File: src/rtl/spim_pkg.sv
package spim_pkg;
  localparam int TX_W     = 32;
  localparam int LAST_BIT = 31;
  localparam int SKIP_BIT = 30;
  typedef enum logic [1:0] {ST_IDLE, ST_SHIFT, ST_HOLD, ST_TRAIL} eng_state_t;
endpackage

File: src/rtl/spim_fifo.sv
module spim_fifo #(
  parameter int W     = 32,
  parameter int DEPTH = 16,
  localparam int AW   = (DEPTH > 1) ? $clog2(DEPTH) : 1,
  localparam int CW   = $clog2(DEPTH + 1)
) (
  input  logic          clk,
  input  logic          rst_n,
  input  logic          flush,
  input  logic          push,
  input  logic [W-1:0]  push_data,
  input  logic          pop,
  output logic [W-1:0]  out_data,
  output logic [CW-1:0] count,
  output logic          full,
  output logic          empty
);
  logic [W-1:0]  mem [DEPTH];
  logic [AW-1:0] wr_ptr, rd_ptr;
  logic          do_push, do_pop;

  assign full     = (count == CW'(DEPTH));
  assign empty    = (count == '0);
  assign do_push  = push && !full;
  assign do_pop   = pop && !empty;
  assign out_data = mem[rd_ptr];

  function automatic logic [AW-1:0] bump(input logic [AW-1:0] p);
    return (p == AW'(DEPTH - 1)) ? '0 : p + 1'b1;
  endfunction

  always_ff @(posedge clk) begin
    if (do_push) mem[wr_ptr] <= push_data;
  end

  always_ff @(posedge clk or negedge rst_n) begin
    if (!rst_n) begin
      wr_ptr <= '0;
      rd_ptr <= '0;
      count  <= '0;
    end else if (flush) begin
      wr_ptr <= '0;
      rd_ptr <= '0;
      count  <= '0;
    end else begin
      if (do_push) wr_ptr <= bump(wr_ptr);
      if (do_pop)  rd_ptr <= bump(rd_ptr);
      if (do_push && !do_pop)      count <= count + 1'b1;
      else if (!do_push && do_pop) count <= count - 1'b1;
    end
  end

  // level never exceeds the capacity
  assert_count_bound_R1: assert property (@(posedge clk) disable iff (!rst_n)
    count <= CW'(DEPTH));
endmodule

File: src/rtl/spim_clkgen.sv
module spim_clkgen #(
  parameter int PRE_W  = 8,
  parameter int RATE_W = 8
) (
  input  logic              clk,
  input  logic              rst_n,
  input  logic              en,
  input  logic [PRE_W-1:0]  prescale,
  input  logic [RATE_W-1:0] rate_div,
  output logic              tick
);
  logic [PRE_W-2:0]  half, half_m1, pre_cnt;
  logic [RATE_W-1:0] rate_cnt;
  logic              pre_wrap;

  // even prescale: half period of the first stage is prescale/2, zero taken as 1
  assign half     = (prescale[PRE_W-1:1] == '0) ? (PRE_W-1)'(1) : prescale[PRE_W-1:1];
  assign half_m1  = half - (PRE_W-1)'(1);
  assign pre_wrap = (pre_cnt == half_m1);
  assign tick     = en && pre_wrap && (rate_cnt == rate_div);

  always_ff @(posedge clk or negedge rst_n) begin
    if (!rst_n) begin
      pre_cnt  <= '0;
      rate_cnt <= '0;
    end else if (!en) begin
      pre_cnt  <= '0;
      rate_cnt <= '0;
    end else if (pre_wrap) begin
      pre_cnt  <= '0;
      rate_cnt <= (rate_cnt == rate_div) ? '0 : rate_cnt + 1'b1;
    end else begin
      pre_cnt <= pre_cnt + 1'b1;
    end
  end
endmodule

File: src/rtl/spim_engine.sv
module spim_engine
  import spim_pkg::*;
#(
  parameter int MAX_W = 16,
  localparam int LW   = $clog2(MAX_W),
  localparam int EW   = LW + 1
) (
  input  logic             clk,
  input  logic             rst_n,
  input  logic             tick,
  input  logic [LW-1:0]    wl_m1,
  input  logic             cpol,
  input  logic             cpha,
  input  logic             block_mode,
  input  logic             stall_en,
  input  logic             loopback,
  input  logic             can_start,
  input  logic [TX_W-1:0]  tx_word,
  input  logic             miso,
  output logic             tx_pop,
  output logic             rx_push,
  output logic [MAX_W-1:0] rx_word,
  output logic             clk_en,
  output logic             sclk,
  output logic             mosi,
  output logic             cs_active,
  output logic             busy
);
  eng_state_t       st;
  logic [MAX_W-1:0] txw, rxsh, rx_nx;
  logic [LW-1:0]    out_idx;
  logic [EW-1:0]    ecnt, last_e;
  logic             cur_last, cur_skip, sclk_q, mosi_q;
  logic             shifting, sample_now, drive_now, word_end, carry_on, take, miso_in;

  assign last_e     = {wl_m1, 1'b1};
  assign shifting   = tick && (st == ST_SHIFT);
  assign sample_now = shifting && (ecnt[0] == cpha);
  assign drive_now  = shifting && (ecnt[0] != cpha) && (ecnt != last_e);
  assign word_end   = shifting && (ecnt == last_e);
  assign carry_on   = block_mode && !cur_last;
  assign miso_in    = loopback ? mosi_q : miso;
  assign rx_nx      = sample_now ? {rxsh[MAX_W-2:0], miso_in} : rxsh;
  assign take       = can_start && ((st == ST_IDLE) || (st == ST_HOLD) || (word_end && carry_on));

  assign tx_pop  = take;
  assign rx_push = word_end && !cur_skip;
  assign rx_word = rx_nx;
  assign clk_en  = (st == ST_SHIFT) || (st == ST_TRAIL);
  assign sclk    = sclk_q;
  assign mosi    = mosi_q;
  assign busy    = (st != ST_IDLE);

  always_ff @(posedge clk or negedge rst_n) begin
    if (!rst_n) begin
      st        <= ST_IDLE;
      txw       <= '0;
      rxsh      <= '0;
      out_idx   <= '0;
      ecnt      <= '0;
      cur_last  <= 1'b0;
      cur_skip  <= 1'b0;
      sclk_q    <= 1'b0;
      mosi_q    <= 1'b0;
      cs_active <= 1'b0;
    end else if (take) begin
      st        <= ST_SHIFT;
      cs_active <= 1'b1;
      sclk_q    <= cpol;
      cur_last  <= tx_word[LAST_BIT];
      cur_skip  <= tx_word[SKIP_BIT];
      txw       <= tx_word[MAX_W-1:0];
      rxsh      <= '0;
      ecnt      <= '0;
      if (!cpha) begin
        mosi_q  <= tx_word[wl_m1];
        out_idx <= wl_m1 - 1'b1;
      end else begin
        out_idx <= wl_m1;
      end
    end else begin
      unique case (st)
        ST_IDLE: begin
          sclk_q    <= cpol;
          mosi_q    <= 1'b0;
          cs_active <= 1'b0;
        end
        ST_SHIFT: if (tick) begin
          sclk_q <= ~sclk_q;
          rxsh   <= rx_nx;
          if (drive_now) begin
            mosi_q  <= txw[out_idx];
            out_idx <= out_idx - 1'b1;
          end
          if (ecnt == last_e) st <= (carry_on && stall_en) ? ST_HOLD : ST_TRAIL;
          else ecnt <= ecnt + 1'b1;
        end
        ST_HOLD: sclk_q <= cpol;
        ST_TRAIL: if (tick) begin
          st        <= ST_IDLE;
          cs_active <= 1'b0;
        end
        default: st <= ST_IDLE;
      endcase
    end
  end

  // a stalled frame keeps select asserted with the clock parked
  assert_hold_parked_R8: assert property (@(posedge clk) disable iff (!rst_n)
    (st == ST_HOLD) |-> (cs_active && sclk_q == cpol));
  // the tagged last word always closes the frame
  assert_last_closes_R5: assert property (@(posedge clk) disable iff (!rst_n)
    (word_end && cur_last) |=> (st == ST_TRAIL));
  // clock rests at its idle level between frames
  assert_idle_level_R4: assert property (@(posedge clk) disable iff (!rst_n)
    (st == ST_IDLE && $past(st) == ST_IDLE && $stable(cpol)) |-> (sclk_q == cpol));
endmodule

File: src/rtl/spim_block_ctrl.sv
module spim_block_ctrl
  import spim_pkg::*;
#(
  parameter int FIFO_DEPTH = 16,
  parameter int MAX_W      = 16,
  parameter int NUM_CS     = 4,
  parameter int PRE_W      = 8,
  parameter int RATE_W     = 8,
  localparam int LW        = $clog2(MAX_W),
  localparam int CSW       = $clog2(NUM_CS),
  localparam int CW        = $clog2(FIFO_DEPTH + 1)
) (
  input  logic              clk,
  input  logic              rst_n,
  input  logic              tx_valid,
  output logic              tx_ready,
  input  logic [31:0]       tx_data,
  output logic              rx_valid,
  input  logic              rx_ready,
  output logic [MAX_W-1:0]  rx_data,
  input  logic              pause,
  input  logic              tx_flush,
  input  logic              rx_flush,
  input  logic [PRE_W-1:0]  prescale,
  input  logic [RATE_W-1:0] rate_div,
  input  logic [LW-1:0]     word_len_m1,
  input  logic              cpol,
  input  logic              cpha,
  input  logic              block_mode,
  input  logic              stall_en,
  input  logic              out_disable,
  input  logic [CSW-1:0]    cs_sel,
  input  logic              loopback,
  output logic              tx_empty,
  output logic              busy,
  output logic              sclk,
  output logic              mosi,
  input  logic              miso,
  output logic [NUM_CS-1:0] cs_n
);
  logic [TX_W-1:0]  tx_word;
  logic [MAX_W-1:0] rx_word;
  logic [CW-1:0]    tx_count, rx_count;
  logic [CW:0]      rx_after;
  logic             tx_full, rx_full, rx_empty;
  logic             tx_pop, rx_push, rx_room, can_start, clk_en, tick, cs_active;

  spim_fifo #(.W(TX_W), .DEPTH(FIFO_DEPTH)) tx_fifo_i (
    .clk(clk), .rst_n(rst_n), .flush(tx_flush),
    .push(tx_valid), .push_data(tx_data), .pop(tx_pop),
    .out_data(tx_word), .count(tx_count), .full(tx_full), .empty(tx_empty));

  spim_fifo #(.W(MAX_W), .DEPTH(FIFO_DEPTH)) rx_fifo_i (
    .clk(clk), .rst_n(rst_n), .flush(rx_flush),
    .push(rx_push), .push_data(rx_word), .pop(rx_ready),
    .out_data(rx_data), .count(rx_count), .full(rx_full), .empty(rx_empty));

  assign tx_ready  = !tx_full;
  assign rx_valid  = !rx_empty;
  assign rx_after  = {1'b0, rx_count} + (CW+1)'(rx_push);
  assign rx_room   = rx_after < (CW+1)'(FIFO_DEPTH);
  assign can_start = !tx_empty && !pause && rx_room;

  spim_clkgen #(.PRE_W(PRE_W), .RATE_W(RATE_W)) clkgen_i (
    .clk(clk), .rst_n(rst_n), .en(clk_en),
    .prescale(prescale), .rate_div(rate_div), .tick(tick));

  spim_engine #(.MAX_W(MAX_W)) engine_i (
    .clk(clk), .rst_n(rst_n), .tick(tick), .wl_m1(word_len_m1),
    .cpol(cpol), .cpha(cpha), .block_mode(block_mode), .stall_en(stall_en),
    .loopback(loopback), .can_start(can_start), .tx_word(tx_word), .miso(miso),
    .tx_pop(tx_pop), .rx_push(rx_push), .rx_word(rx_word), .clk_en(clk_en),
    .sclk(sclk), .mosi(mosi), .cs_active(cs_active), .busy(busy));

  for (genvar g = 0; g < NUM_CS; g++) begin : g_cs
    assign cs_n[g] = ~(cs_active && !out_disable && (cs_sel == CSW'(g)));
  end

  // a delivered word always finds room in the receive FIFO
  assert_no_overflow_R1: assert property (@(posedge clk) disable iff (!rst_n)
    rx_push |-> !rx_full);
  // a paused idle engine stays idle
  assert_pause_hold_R7: assert property (@(posedge clk) disable iff (!rst_n)
    (pause && !busy) |=> !busy);
  // at most one select low, none when disabled
  assert_cs_single_R11: assert property (@(posedge clk) disable iff (!rst_n)
    $countones(~cs_n) <= 1);
  assert_cs_disable_R11: assert property (@(posedge clk) disable iff (!rst_n)
    out_disable |-> (&cs_n));
endmodule

File: config.mk
export PLATFORM = sky130hd
export DESIGN_NAME = spim_block_ctrl
export DESIGN_NICKNAME = d
export VERILOG_FILES = /design/src/rtl/spim_pkg.sv /design/src/rtl/spim_fifo.sv /design/src/rtl/spim_clkgen.sv /design/src/rtl/spim_engine.sv /design/src/rtl/spim_block_ctrl.sv
export SDC_FILE = /design/constraint.sdc
export NUM_CORES = 1
export LEC_CHECK = 0
export BUFFER_PORTS_ARGS = -buffer_cell sky130_fd_sc_hd__buf_2
export CAP_MARGIN = 20
export CORE_MARGIN = 3
export CORE_UTILIZATION = 45
export DETAILED_ROUTE_END_ITERATION = 8
export SLEW_MARGIN = 15
export SYNTH_ARGS = -nofsm -noshare
export SYNTH_HDL_FRONTEND = slang
export SYNTH_HIERARCHICAL = 1
export SYNTH_SLANG_ARGS = --single-unit
File: constraint.sdc
create_clock -name clk -period 5.6 [get_ports clk]
set_clock_uncertainty 0.05 [all_clocks]
set_input_delay 0.56 -clock clk [delete_from_list [all_inputs] [get_ports clk]]
set_output_delay 0.56 -clock clk [all_outputs]
set_load 0.01 [all_outputs]
==> metrics.md, run 1 <==
| Metric | Value |
|---|---|
| CP top delay family | `simple AND/OR/NAND/NOR gates` |
| Total Negative Setup Slacks | `0 ns` |
| Max Cap Violations | `0` |
| CP startpoint | `prescale[2]` |
| Peak VDD IR | `about 0.00029 V` |
| Fin nets | `roughly 1700` |
| Die W | `around 250 um` |
| DRT Wirelength | `approximately 58000 um` |
| Maximum clock path buffer count | `3` |
| R2R setup slack | `0.91 ns` |
| DRT iter0 DRCs | `1021` |
| Crit Path Class | `input pin to flip-flop` |
| H-Tree Depth | `3` |
| Pre-antenna DRT Iters | `5` |
| Slowest stage delay, CP | `approximately 0.5 ns` |
| Crit path DAT | `around 5.3 ns` |
| Total CTS buffers | `67` |
| Number of core rows | `88` |
| # fillers | `4641` |
| Achievable Freq | `208.8 MHz` |
| Core Box Area | `slightly below 0.06 mm^2` |
| Slew margin rel. | `0.3361` |
| Area delta synth->final | `13.97%` |
| Die height | `249.2 um` |
| Average cell area after synthesis | `roughly 18 um^2` |
| Die footprint | `just over 0.06 mm^2` |
| CTS tree | `built` |
| Mapped cell area | `around 0.027 mm^2` |
| Power per Cell Area | `roughly 380 mW/mm^2` |
| Hold path start | `cpol` |
| Slew @ Worst Pin | `0.9937 ns` |
| Min-Delay Path Class | `input pin to flip-flop` |
| Status | `finished clean` |
| Input/output buffers | `about 80` |
| First-pass GRT wire length | `just under 90000 um` |
| Syn. warnings | `6` |
| Share of post-route cells with drive strength above 1 | `0.2764` |
| Vias/cell | `~5.7` |
| Worst endpoint required time | `around 6.1 ns` |
| Total Routing Usage GR | `0.1863` |
| DR vias | `13790` |
| Crit-path cells | `buf_2 > nor4_1 > a21o_1 > inv_1 > ha_1 > nor3b_1 > xnor2_1 > o211a_1 > nand3_2 > nor3_1 > nand3b_1 > nor3_1 > and4_1 > a2111oi_2 > inv_1 > a21oi_4 > o41ai_1 > nand2_1 > fa_1 > a21o_1 > a2111oi_0 > o21ai_0 > a31oi_1` |
| Worst r2r src | `clkgen_i/pre_cnt[0]$_DFF_PN0_` |
| CP max FO | `8` |
| Antenna-violating nets left | `0` |
| Startpoint Class | `input pin` |
| Final critical-path share of the clock period | `0.8554` |
| Slowest-stage cell, CP | `fa_1` |
| Setup Viol. Count Final | `0` |
| Congestion Overflow GR | `0` |
| Syn Inst Count | `approximately 1500` |
| Syn Nets | `around 1600` |
| Leakage | `just under 10 nW` |
| Fin. max-slew vios | `0` |
| Worst skew pair latency | `between 0.6 and 0.7 ns` |
| RSZ-0062 raised after global routing | `no` |
| Hold Fails Final Rpt | `0` |
| Setup Fix Bufs, Post-CTS | `0` |
| Vias in the first global route | `between 10000 and 15000` |
| DP Wirelength | `~33000 um` |
| Non-Filler Instances | `between 2000 and 2500` |
| CTS root buffer | `clkbuf_16` |
| Io pins | `between 90 and 100` |
| CTS sink cnt | `633` |
| Fin crit period | `about 4.8 ns` |
| Reg clk slew, reported paths | `~0.06 ns` |
| Post-layout util | `0.5220` |
| Placed Cells | `2279` |
| DR DRC count | `0` |
| Initial antenna violation count | `5` |
| CP endpoint kind | `flip-flop` |
| Placer Congestion | `~0.8` |
| Largest net degree at the start of global routing | `61` |
| Hold slack | `~0.17 ns` |
| Routed length per instance | `23.91 um` |
| Starting Density | `0.4580` |
| WP buf/inv | `3` |
-- area by class of cell --
cell class,instances,area (um^2),area share
diodes,4,10.01,0.0003299
clock buffers,86,1829,0.06028
clock inverters,36,437.9,0.01443
inverters,23,86.33,0.002845
multi-input cells,733,7656,0.2523
flip-flops and latches,633,18570,0.6120
well taps,765,957.2,0.03154
repair buffers,128,795.8,0.02622
-- worst paths after layout --
check,endpoint,cells past startpoint
min in group asynchronous,tx_fifo_i/wr_ptr[1]$_DFFE_PN0P_,2
min reg2reg,engine_i/txw[8]$_DFFE_PN0N_,1
max,tx_fifo_i/count[4]$_DFFE_PN0P_,23
max in group asynchronous,rx_fifo_i/rd_ptr[0]$_DFFE_PN0P_,3
min,engine_i/sclk$_DFFE_PN0P_,2
max reg2reg,tx_fifo_i/count[4]$_DFFE_PN0P_,18
-- layer usage --
| metal | part of all wire | up-vias | track usage | wire length [um] |
|---|---|---|---|---|
| met5 | 0.00035 | - | 0 | 20 |
| li1 | - | 6176 | - | - |
| met2 | 0.52 | 273 | 0.3245 | 29970 |
| met4 | 0.025 | 4 | 0.05802 | 1437 |
| met1 | 0.41 | 7244 | 0.2401 | 23620 |
| met3 | 0.044 | 90 | 0.03070 | 2519 |
-- where the power goes --
| part | switching (mW) | internal (mW) |
|---|---|---|
| Combinational | 0.704 | 0.719 |
| Sequential | 0.267 | 5.28 |
| Clock | 1.85 | 2.67 |
| Total | 2.83 | 8.67 |
-- per-stage QoR --
step,power (mW),setup slack [ns],area [um^2]
after floorplan,6.688,0.1990,26620
after global placement,7.054,0.3598,28040
after detailed placement,7.088,0.2654,28040
after CTS,11.61,0.8851,30320
after global routing,11.94,0.3187,30340
final,11.49,0.8098,30340
-- sequential cells by signal, summed over array words and instances, names as in the netlist --
register and flops:
engine_i/out_idx 4, engine_i/txw 16, engine_i/cur_last 1, engine_i/ecnt 5
tx_fifo_i/wr_ptr 4, tx_fifo_i/count 5, rx_fifo_i/wr_ptr 4, rx_fifo_i/rd_ptr 4
tx_fifo_i/mem 288, engine_i/rxsh 16, rx_fifo_i/count 5, rx_fifo_i/mem 256
engine_i/cur_skip 1, engine_i/sclk 1, engine_i/mosi 1, clkgen_i/pre_cnt 7
engine_i/cs_active 1, tx_fifo_i/rd_ptr 4, clkgen_i/rate_cnt 8, engine_i/st 2
-- placed cells by master (no fill, tap or decap), types with 9 or more instances in the layout --
| master | n |
|---|---|
| nor2_1 | 36 |
| nor2_2 | 10 |
| dfrtp_1 | 86 |
| clkbuf_16 | 68 |
| clkbuf_1 | 12 |
| nor2b_1 | 22 |
| mux2_2 | 41 |
| mux4_2 | 128 |
| a21o_1 | 9 |
| mux2i_1 | 87 |
| inv_1 | 23 |
| nor4_1 | 9 |
| a221oi_1 | 34 |
| xor2_1 | 19 |
| a22oi_1 | 19 |
| ha_1 | 24 |
| xnor2_1 | 18 |
| nand2b_1 | 10 |
| clkinv_1 | 10 |
| nand3_1 | 14 |
| nand2_1 | 55 |
| buf_4 | 48 |
| buf_2 | 77 |
| and3_1 | 13 |
| o21ai_0 | 23 |
| a21oi_1 | 32 |
| edfxtp_1 | 544 |
-- worst reg2reg max path: cells and delay by family (launching register included) --
family / cells / cell delay (ns)
mux: 2 / 0.62
compound gates: 7 / 1.07
flops: 1 / 0.44
simple gates: 7 / 1.79
buf+inv: 1 / 0.13
fa+ha+maj: 1 / 0.50
-- what timing repair did --
| item | CTS | global route |
|---|---|---|
| hold buffers | 1 | 0 |
| hold endpoints to repair | 42 | 0 |
| resized for setup | 0 | 0 |
Note: power is estimated with default switching activity, not from simulation.
==> run 2, diff against run 1 <==
- CORE_UTILIZATION: 45 -> 55
- PLACE_DENSITY: unset -> 0.72
==> run 2 against run 1 <==
Net effect: maximum frequency is 2.2% lower; critical path depth rose by 1; flip-flop and latch count unchanged; clock-buffer cell count increased by 1; wire length is 3.5% lower; combinational power is essentially flat; die area is 18% lower; register-to-register slack got worse by 0.05 ns; design area decreased by 0.77%.
==> metrics.md, run 2 (synthesis results as in run 1) <==
| Metric | Value |
|---|---|
| Status | `finished clean (unchanged)` |
| Clock power frac | `0.390 (was 0.394)` |
| Post-layout util | `0.6386 (was 0.5220)` |
| DR vias | `13890 (was 13790)` |
| Fin nets | `1682 (was 1680)` |
| Worst r2r src | `clkgen_i/pre_cnt[0]$_DFF_PN0_ (unchanged)` |
| Total Negative Setup Slacks | `0 ns (unchanged)` |
| Largest regs | `tx_fifo_i/mem (288), rx_fifo_i/mem (256) (unchanged)` |
| Placed Cells | `2124 (was 2279)` |
| Switch Pwr | `2.688 mW (was 2.826 mW)` |
| Peak VDD IR | `0.0003236 V (was 0.0002852 V)` |
| Number of core rows | `79 (was 88)` |
| Max reg flops | `288 (unchanged)` |
| Fin crit period | `4.896 ns (was 4.790 ns)` |
| Die footprint | `0.05108 mm^2 (was 0.06212 mm^2)` |
| # fillers | `3179 (was 4641)` |
| Maximum clock path buffer count | `3 (unchanged)` |
| Slew @ Worst Pin | `0.9332 ns (was 0.9937 ns)` |
| DR DRC count | `0 (unchanged)` |
| Worst endpoint required time | `6.05 ns (was 6.07 ns)` |
| R2R cell count | `19 (was 18)` |
| DP Wirelength | `32280 um (was 33370 um)` |
| CTS tree | `built (unchanged)` |
| Total Routing Usage GR | `0.2247 (was 0.1863)` |
| Crit-path cells | `buf_2 > nor4_1 > a21o_1 > inv_1 > ha_1 > nor3b_1 > xnor2_1 > o211a_1 > nand3_2 > nor3_1 > buf_4 > nand3b_1 > nor3_1 > and4_1 > a2111oi_2 > inv_1 > a21oi_4 > o41ai_1 > nand2_1 > fa_1 > a21o_1 > a2111oi_0 > o21ai_0 > a31oi_1 (was buf_2 > nor4_1 > a21o_1 > inv_1 > ha_1 > nor3b_1 > xnor2_1 > o211a_1 > nand3_2 > nor3_1 > nand3b_1 > nor3_1 > and4_1 > a2111oi_2 > inv_1 > a21oi_4 > o41ai_1 > nand2_1 > fa_1 > a21o_1 > a2111oi_0 > o21ai_0 > a31oi_1)` |
| CTS sink cnt | `633 (unchanged)` |
| Core Box Area | `0.04715 mm^2 (was 0.05814 mm^2)` |
| Placer Congestion | `0.8131 (was 0.7857)` |
| Die W | `226.0 um (was 249.2 um)` |
| H-Tree Depth | `3 (unchanged)` |
| Pre-antenna DRT Iters | `5 (unchanged)` |
| Min-Delay Path Class | `input pin to flip-flop (unchanged)` |
| Initial antenna violation count | `4 (was 5)` |
| Crit Path Class | `input pin to flip-flop (unchanged)` |
| Input/output buffers | `78 (unchanged)` |
| Reg clk slew, reported paths | `0.05 ns (was 0.06 ns)` |
| Combinational fraction of design power | `0.125 (was 0.124)` |
| Vias in the first global route | `14430 (was 14250)` |
| Slew margin rel. | `0.3766 (was 0.3361)` |
| Final critical-path share of the clock period | `0.8743 (was 0.8554)` |
| CP max FO | `8 (unchanged)` |
| Congestion Overflow GR | `0 (unchanged)` |
| Setup Fix Bufs, Post-CTS | `0 (unchanged)` |
| Largest Register | `tx_fifo_i/mem (unchanged)` |
| Io pins | `94 (unchanged)` |
| Power per Cell Area | `378.6 mW/mm^2 (was 378.7 mW/mm^2)` |
| Setup Viol. Count Final | `0 (unchanged)` |
| Worst skew pair latency | `0.60 ns (was 0.61 ns)` |
| Sequential Power Share | `0.486 (was 0.483)` |
| Starting Density | `0.5647 (was 0.4580)` |
| Achievable Freq | `204.2 MHz (was 208.8 MHz)` |
| Hold Fails Final Rpt | `0 (unchanged)` |
| Critical path depth | `24 (was 23)` |
| Fin. max-slew vios | `0 (unchanged)` |
| Most frequent cells in the layout | `544 x edfxtp_1, 128 x mux4_2, 87 x mux2i_1, 86 x dfrtp_1, 78 x buf_2 (was 544 x edfxtp_1, 128 x mux4_2, 87 x mux2i_1, 86 x dfrtp_1, 77 x buf_2)` |
| Largest net degree at the start of global routing | `77 (was 61)` |
| Leakage | `9.673 nW (was 9.678 nW)` |
| Crit path DAT | `5.35 ns (was 5.26 ns)` |
| First-pass GRT wire length | `85970 um (was 87950 um)` |
| CP endpoint kind | `flip-flop (unchanged)` |
| Slowest-stage cell, CP | `fa_1 (unchanged)` |
| Routed length per instance | `24.74 um (was 23.91 um)` |
| Vias/cell | `6.183 (was 5.725)` |
| Switching Fraction | `0.2358 (was 0.2459)` |
| DRT iter0 DRCs | `1117 (was 1021)` |
| Die height | `226.0 um (was 249.2 um)` |
| CP top delay family | `simple AND/OR/NAND/NOR gates (unchanged)` |
| R2R setup slack | `0.86 ns (was 0.91 ns)` |
| Non-Filler Instances | `2246 (was 2408)` |
| Slowest stage delay, CP | `0.50 ns (about the same)` |
| DRT Wirelength | `55560 um (was 57560 um)` |
| RSZ-0062 raised after global routing | `no (unchanged)` |
| Antenna-violating nets left | `0 (unchanged)` |
| P_int | `8.711 mW (was 8.667 mW)` |
| Share of post-route cells with drive strength above 1 | `0.2697 (was 0.2764)` |
| Total CTS buffers | `67 (unchanged)` |
| Capturing point of the worst reg2reg path | `tx_fifo_i/count[4]$_DFFE_PN0P_ (unchanged)` |
| Commonest non-fill, non-tap cell in the layout | `edfxtp_1 (unchanged)` |
| Max Cap Violations | `0 (unchanged)` |
| CP endpoint | `tx_fifo_i/count[4]$_DFFE_PN0P_ (unchanged)` |
| CP startpoint | `prescale[2] (unchanged)` |
| WP buf/inv | `4 (was 3)` |
| CTS root buffer | `clkbuf_16 (unchanged)` |
| Area delta synth->final | `13.09% (was 13.97%)` |
| Startpoint Class | `input pin (unchanged)` |
==> run 2: cell types whose count changed in the layout (fill, tap and decap cells not counted), moves of 3 or more <==
cell       delta
nor2_1        +6
nor2_2        -5
clkbuf_16     +3
clkbuf_8      -3
clkinv_8      -3
inv_16        -3
==> run 2: worst min path at each step <==
stage	cells past startpoint	start	end	slack [ns]
3_3_place_gp	1	engine_i/txw[8]$_DFFE_PN0N_	engine_i/txw[8]$_DFFE_PN0N_	0.44
4_1_cts	2	cpol	engine_i/sclk$_DFFE_PN0P_	0.13
3_5_place_dp	1	engine_i/txw[12]$_DFFE_PN0N_	engine_i/txw[12]$_DFFE_PN0N_	0.44
5_1_grt	2	cpol	engine_i/sclk$_DFFE_PN0P_	0.14
2_1_floorplan	0	rst_n	clkgen_i/pre_cnt[0]$_DFF_PN0_	0.21
6_report	2	cpol	engine_i/sclk$_DFFE_PN0P_	0.16
==> run 2: timing repair <==
action,CTS,global route
resized for setup,0,0
endpoints found under the setup margin,0,0
hold buffers,1,0
hold endpoints to repair,36,0
==> run 2: worst reg2reg max path: cells and delay by family, from the launching register on <==
| kind | cells | cell delay, ns |
|---|---|---|
| buffers and inverters | 2 | 0.32 |
| DFF | 1 | 0.43 |
| adders and majority gates | 1 | 0.50 |
| muxes | 2 | 0.63 |
| and+or+nand+nor | 7 | 1.64 |
| AOI/OAI and AO/OA | 7 | 1.11 |
==> run 2: routing by layer <==
| layer | vias to the layer above | global-route usage | wire, um |
|---|---|---|---|
| li1 | 6172 | - | - |
| met1 | 7205 | 0.2992 | 22460 |
| met2 | 413 | 0.3829 | 28510 |
| met3 | 96 | 0.03809 | 3106 |
| met4 | 0 | 0.07272 | 1479 |
| met5 | - | 0 | 0 |
==> run 2: through the flow <==
| step | instance area (um^2) | hold slack, ns | power [mW] | setup slack, ns |
|---|---|---|---|---|
| floorplan | 26620 | 0.2144 | 6.688 | 0.1990 |
| global placement | 27870 | 0.4356 | 7.014 | 0.3036 |
| detailed placement | 27870 | 0.4397 | 7.066 | 0.1993 |
| CTS | 30100 | 0.1316 | 11.51 | 0.7863 |
| global route | 30110 | 0.1447 | 11.83 | 0.3163 |
| finish | 30110 | 0.1648 | 11.40 | 0.7040 |
==> run 2: power groups by stage <==
stage	Combinational, mW	Clock, mW	Sequential, mW
after floorplan	1.20	0	5.48
after global placement	1.39	0	5.63
after detailed placement	1.43	0	5.64
after CTS	1.44	4.53	5.54
after global routing	1.55	4.71	5.57
final	1.42	4.44	5.53
==> run 2: layout make-up <==
cell class                      count  area [um^2]  share of cell area
Antenna cell                        4        10.01           0.0003324
Clock buffer                       87         1867             0.06200
Clock inverter                     29        346.6             0.01151
Inverter                           23        86.33            0.002867
Multi-Input combinational cell    733         7636              0.2536
Sequential cell                   633        18570              0.6168
Tap cell                          607        759.5             0.02522
Timing Repair Buffer              130        833.3             0.02768
